--- src/rtl/prio_fsm_pkg.sv ---
package prio_fsm_pkg;
  localparam int STATE_W = 2;
  localparam int NUM_ST  = 1 << STATE_W;

  typedef enum logic [STATE_W-1:0] {
    ST_HOME = 2'b00,
    ST_BR1  = 2'b01,
    ST_BR2  = 2'b10,
    ST_BR3  = 2'b11
  } st_e;
endpackage

--- src/rtl/prio_fsm_next.sv ---
module prio_fsm_next
  import prio_fsm_pkg::*;
(
  input  st_e  cur_st,
  input  logic x_i,
  input  logic y_i,
  input  logic z_i,
  output st_e  nxt_st
);
  always_comb begin
    nxt_st = ST_HOME;
    case (cur_st)
      ST_HOME: begin
        // rank order: first matching pattern wins
        casez ({x_i, y_i, z_i})
          3'b11?:  nxt_st = ST_BR1;
          3'b1?1:  nxt_st = ST_BR2;
          3'b1??:  nxt_st = ST_BR3;
          default: nxt_st = ST_HOME;
        endcase
      end
      ST_BR1, ST_BR2, ST_BR3: nxt_st = ST_HOME;
      default: nxt_st = ST_HOME;
    endcase
  end
endmodule

--- src/rtl/prio_fsm_decode.sv ---
module prio_fsm_decode
  import prio_fsm_pkg::*;
(
  input  logic [STATE_W-1:0] code_i,
  output logic [NUM_ST-1:0]  hot_o
);
  for (genvar g = 0; g < NUM_ST; g++) begin : g_hot
    assign hot_o[g] = (code_i == STATE_W'(g));
  end
endmodule

--- src/rtl/prio_fsm.sv ---
module prio_fsm
  import prio_fsm_pkg::*;
(
  input  logic       clk,
  input  logic       rst,
  input  logic       x_i,
  input  logic       y_i,
  input  logic       z_i,
  output logic [1:0] state_o,
  output logic [3:0] onehot_o
);
  st_e cur_st;
  st_e nxt_st;

  prio_fsm_next u_next (
    .cur_st (cur_st),
    .x_i    (x_i),
    .y_i    (y_i),
    .z_i    (z_i),
    .nxt_st (nxt_st)
  );

  always_ff @(posedge clk) begin
    if (rst) cur_st <= ST_HOME;
    else     cur_st <= nxt_st;
  end

  assign state_o = cur_st;

  prio_fsm_decode u_dec (
    .code_i (state_o),
    .hot_o  (onehot_o)
  );
endmodule

--- config.mk ---
export PLATFORM = sky130hd
export DESIGN_NAME = prio_fsm
export DESIGN_NICKNAME = d
export VERILOG_FILES = /design/src/rtl/prio_fsm_pkg.sv /design/src/rtl/prio_fsm_next.sv /design/src/rtl/prio_fsm_decode.sv /design/src/rtl/prio_fsm.sv
export SDC_FILE = /design/constraint.sdc
export NUM_CORES = 1
export LEC_CHECK = 0
export ABC_AREA = 1
export BUFFER_PORTS_ARGS = -buffer_cell sky130_fd_sc_hd__buf_2
export CAP_MARGIN = 10
export CORE_AREA = 2 2 39 41
export DETAILED_ROUTE_END_ITERATION = 16
export DIE_AREA = 0 0 41 43
export PLACE_DENSITY = 0.33
export SLEW_MARGIN = 40
export SYNTH_ARGS = -nofsm -noshare
export SYNTH_HDL_FRONTEND = slang
export SYNTH_SLANG_ARGS = --single-unit
--- constraint.sdc ---
create_clock -name clk -period 1.24 [get_ports clk]
set_input_delay 0.124 -clock clk [delete_from_list [all_inputs] [get_ports clk]]
set_output_delay 0.124 -clock clk [all_outputs]
set_load 0.01 [all_outputs]
======== Yosys cells after proc, flatten, opt, wreduce, memory -nomap -nowiden ========
Index checks and enable logic that the tools add are counted.
storage, ports and cells
  register bits ........................... 2
  input bits .............................. 5
  output and inout port bits .............. 6
  logic and storage cells ................. 12
operators by class
  equal/unequal tests ..................... 5
  muxes and demuxes ....................... 4
  reductions and logical operators ........ 2
operators with widths
  kind                                                                    count
  2-bit equality test (second input constant)                             4
  2-bit two-way mux                                                       3
  2-bit case mux with 2 select lines                                      1
  3-bit OR reduction                                                      1
  2-bit by 1-bit equality test with 1-bit output (second input constant)  1
  2-bit logical NOT                                                       1

======== Longest topological paths before layout ========
  word-level depth ........................ 4
  mapped depth ............................ 5

======== Cells and area by module ========
From an unflattened synthesis, not the netlist that was laid out.
unflattened totals
  cells, all modules ...................... 19
  area, all modules ....................... 103.8 um^2
modules (own cells, without submodules)
  module           instances  cells an instance  area an instance (um^2)  sequential area each (um^2)
  prio_fsm         1          6                  55.1                     40.0
  prio_fsm_decode  1          7                  26.3                     0.0
  prio_fsm_next    1          6                  22.5                     0.0

======== Least setup slack after synthesis ========
OpenSTA, ideal clock, no wires.
  kind .................................... reg2reg
  start ................................... register cur_st[0], in the netlist state_o[0]
  end ..................................... register cur_st[0], in the netlist state_o[0]
  data arrival time ....................... 0.944 ns
  required time ........................... 1.178 ns
  slack ................................... 0.234 ns
  stages on the path, launching flop included .. 6
  clock period less this slack ............ 1.006 ns
  path through ............................ dfxtp_1 -> inv_1 -> ha_1 -> nor2_1 -> nand2_1 -> nor2_2
between the ends
  word-level cells in the longest chain between the ends .. 3
  elaborated cells on any way between the ends .. 6
  classes of those cells .................. 3 x eq/ne; 1 x mux; 2 x reduce/logical
ends and longest elaborated chain
  what                                line                 RTL
  start: declaration                  prio_fsm.sv:12       st_e cur_st;
  start signal: assignment            prio_fsm.sv:25       else cur_st <= nxt_st;
  2-bit equality test                 --
  net onehot_o[2]                     prio_fsm.sv:10       output logic [3:0] onehot_o
  3-bit OR reduction                  prio_fsm_next.sv:12  case (cur_st)
  2-bit case mux with 2 select lines  prio_fsm_next.sv:12
The timed path passes the listed nets, and every way through them passes these cells.
A chain may end at the register's enable or synchronous reset.

======== Final worst setup path ========
  start ................................... register cur_st[0], in the netlist state_o[0]
  end ..................................... output port onehot_o[2]
between the ends
  word-level cells in the longest chain between the ends .. 1
ends and longest elaborated chain
  what                 line                  RTL
  2-bit equality test  prio_fsm_decode.sv:8  assign hot_o[g] = (code_i == STATE_W'(g));
  end: declaration     prio_fsm.sv:10
Every way passes these cells.

==> impl_summary.log <==
INFO  metric post-synth-top-area-fraction = 0.3390
INFO  metric ys_dominant_reg_cell = sky130_fd_sc_hd__dfxtp_1
INFO  metric buffer_ports.inserted = 10
INFO  metric worst_slew_pin_slew = 0.1449 ns
INFO  metric max_freq = 876.4 MHz
INFO  metric layout_cells_sized_above_1 = 0.4545
INFO  metric drt.antenna.violating_nets = 0
INFO  metric tcrit_tclk_final = 0.9202
INFO  metric seq_area_frac_synth = 0.2712
INFO  metric netlist_area = 147.6 um^2
INFO  metric gr_util_all_layers = 0.04609
INFO  metric outcome = completed
INFO  metric rsz_0062_raised_after_global_routing = false
INFO  metric dpl-instance-area = 217.7 um^2
INFO  metric synthDominantAreaCellType = sky130_fd_sc_hd__ha_1
INFO  metric maximum_fanout_count_along_the_critical_path = 4
INFO  metric cts_made_buffers = 3
INFO  metric clk_latency = 0.22 ns
INFO  metric reg2reg_from = state_o[0]$_SDFF_PP0_
INFO  metric worst_hold_slack = 0.1506 ns
INFO  metric detailed_route_wl = 336 um
INFO  metric series_of_cell_instances_along_the_critical_path = inv_1 > ha_1 > buf_2
INFO  metric diodes = 0
INFO  metric min_period = 1.141 ns
INFO  metric hpwlAfterDp = 276.9 um
INFO  metric cts_buffer_depth = 2
INFO  metric hold_path_startpoint = rst
INFO  metric setup_violations = 0
INFO  metric cp_slowest_cell = sky130_fd_sc_hd__dfxtp_1
INFO  metric globalRoute.totalOverflow = 0
INFO  metric syn_avg_cell_area = 7.382 um^2
INFO  metric starting_density_of_the_core = 0.1067
INFO  metric area_enclosed_by_the_die_boundary = 1763 um^2
INFO  metric area_growth_syn_to_layout = 62.71%
INFO  metric synth_cell_type_count = 6
INFO  metric synth_area_leaders = sky130_fd_sc_hd__ha_1 (34%), sky130_fd_sc_hd__dfxtp_1 (27%), sky130_fd_sc_hd__nand2_1 (15%)
INFO  metric chipHeight = 43 um
INFO  metric worstReg2RegEnd = state_o[1]$_SDFF_PP0_
INFO  metric critical_path_class = reg2out
INFO  metric htree_levels = 1
INFO  metric place_inst = 46
INFO  metric p_leak = 0.1412 nW
INFO  metric critical-path-max-stage-delay = 0.37 ns
INFO  metric synth_edf_count = 0
INFO  metric grt_start_max_net_pins = 5
INFO  metric ys_seq_elements = 2
INFO  metric fp.dieW = 41 um
INFO  metric cts_tree = yes
INFO  metric worstHoldPathCells = 4
INFO  metric synth_async_sr_flop_share = 0
INFO  metric crit_required = 1.12 ns
INFO  metric clock_tree.root_cell = sky130_fd_sc_hd__clkbuf_4
INFO  metric cts.clk_slew.worst_paths = 0.03 ns
INFO  metric grt_pass1_wl = 503 um
INFO  metric fin_skew = 0.002395 ns
INFO  metric vias_per_cell = 3.082
INFO  metric final.fill_count = 163
INFO  metric min_path_type = in2reg
INFO  metric first_global_vias = 135
INFO  metric synth.net_count = 29
INFO  metric core.rowCount = 14
INFO  metric synth_commonest_cells = sky130_fd_sc_hd__nand2_1 (6), sky130_fd_sc_hd__ha_1 (4), sky130_fd_sc_hd__inv_1 (4)
INFO  metric reg2regPathDepth = 5
INFO  metric crit_family = flip-flops
INFO  metric cellPowerDensity = 1123 nW/um^2
INFO  metric cts_setup_buffers = 0
INFO  metric clock_sinks = 2
INFO  metric slew-limit-headroom = 0.9033
INFO  metric syn_inst = 20
INFO  metric critPathCaptureType = primary output
INFO  metric ctsResizeCount = 0
INFO  metric arrival = 1.02 ns
INFO  metric holdBufCountCts = 0
INFO  metric antenna_violations_before_repair = 0
INFO  metric finish.cell_count_without_fillers = 49
INFO  metric timing.hold.worst_endpoint = state_o[1]$_SDFF_PP0_
INFO  metric largest_register_ffs = 2
INFO  metric routedWlPerCell = 6.857 um
INFO  metric drt-pass1-iter-count = 2
INFO  metric drc_errors_left = 0
INFO  metric worst-r2r-setup-slack = 0.25 ns
INFO  metric boundaryPins = 11
INFO  metric drt_iter0_markers = 2
INFO  metric timing.max_cap.violations = 0
INFO  metric layout.nets = 44
INFO  metric timing.final.max_slew_violations = 0
INFO  metric tns = 0 ns
INFO  metric critPathLaunchType = flip-flop
INFO  metric vdd_ir_drop_max = 0.2603 mV
INFO  metric routed-via-count = 151
INFO  metric final-hold-violation-count = 0
INFO  metric synth_most_common_cell = sky130_fd_sc_hd__nand2_1
INFO  metric timing.critical_path.buf_inv = 2
INFO  metric core = 1384 um^2
INFO  metric totalPowerFinal = 0.0002698 W
INFO  metric synth.yosys.warnings = 0
INFO  metric final_cell_area = 240.2 um^2
INFO  metric finalWeightedCongestion = 0.6018
## cell usage in the layout, fill, tap and decap left out, drive strengths merged
cell | netlist | layout
buf | 0 | 10
clkbuf | 0 | 3
dfxtp | 2 | 2
ha | 4 | 4
inv | 4 | 4
nand2 | 6 | 6
nor2 | 4 | 4
## how the worst max path moves through the flow
| stage | from | to | slack [ns] | cells after the start |
|---|---|---|---|---|
| 5_1_grt | state_o[1]$_SDFF_PP0_ | onehot_o[1] | 0.04 | 3 |
| 4_1_cts | state_o[0]$_SDFF_PP0_ | onehot_o[2] | 0.09 | 3 |
| 3_5_place_dp | state_o[0]$_SDFF_PP0_ | state_o[1]$_SDFF_PP0_ | 0.25 | 5 |
| 2_1_floorplan | state_o[0]$_SDFF_PP0_ | state_o[0]$_SDFF_PP0_ | 0.23 | 5 |
| 3_3_place_gp | state_o[0]$_SDFF_PP0_ | state_o[1]$_SDFF_PP0_ | 0.22 | 5 |
| 6_report | state_o[0]$_SDFF_PP0_ | onehot_o[2] | 0.1 | 3 |
## kinds of logic (layout without fill, tap and decap cells)
kind of cell	count (synthesis)	after routing	synth area share
adders and majority gates	4	4	0.3390
buffers and inverters	4	17	0.1017
DFF	2	2	0.2712
and+or+nand+nor	10	10	0.2881
## final cells by class
class	count	area [um^2]	share of cell area
well taps	16	20.02	0.08333
multi-input cells	14	92.59	0.3854
flip-flops and latches	2	40.04	0.1667
clock buffers	3	22.52	0.09375
repair buffers	10	50.05	0.2083
inverters	4	15.01	0.06250
## per-stage QoR
stage               setup WS [ns]  utilization
floorplan                  0.2338            -
global placement           0.2250       0.1573
detailed placement         0.2453       0.1573
CTS                       0.08525       0.1736
global route              0.03572       0.1736
finish                    0.09898       0.1736
## layer usage
metal	part of all wire	track usage
met5	0	0
met4	0.057	0.06000
met3	0.13	0
met2	0.29	0.05625
met1	0.52	0.06070
## power by group
part | internal (W) | total [W] | leakage, nW | switching (W)
clock network | 0.000107 | 0.000145 | 0.0138 | 0.0000380
logic | 0.0000231 | 0.0000514 | 0.111 | 0.0000283
registers | 0.0000692 | 0.0000736 | 0.0165 | 0.00000442
total | 0.000199 | 0.000270 | 0.141 | 0.0000707
## worst reg2reg max path: cells and delay by family, from the launching register on
kind / cells / cell delay (ns)
DFF: 1 / 0.37
and+or+nand+nor: 2 / 0.14
buffers and inverters: 2 / 0.13
adders and majority gates: 1 / 0.29
(Power assumes the default switching activity.)
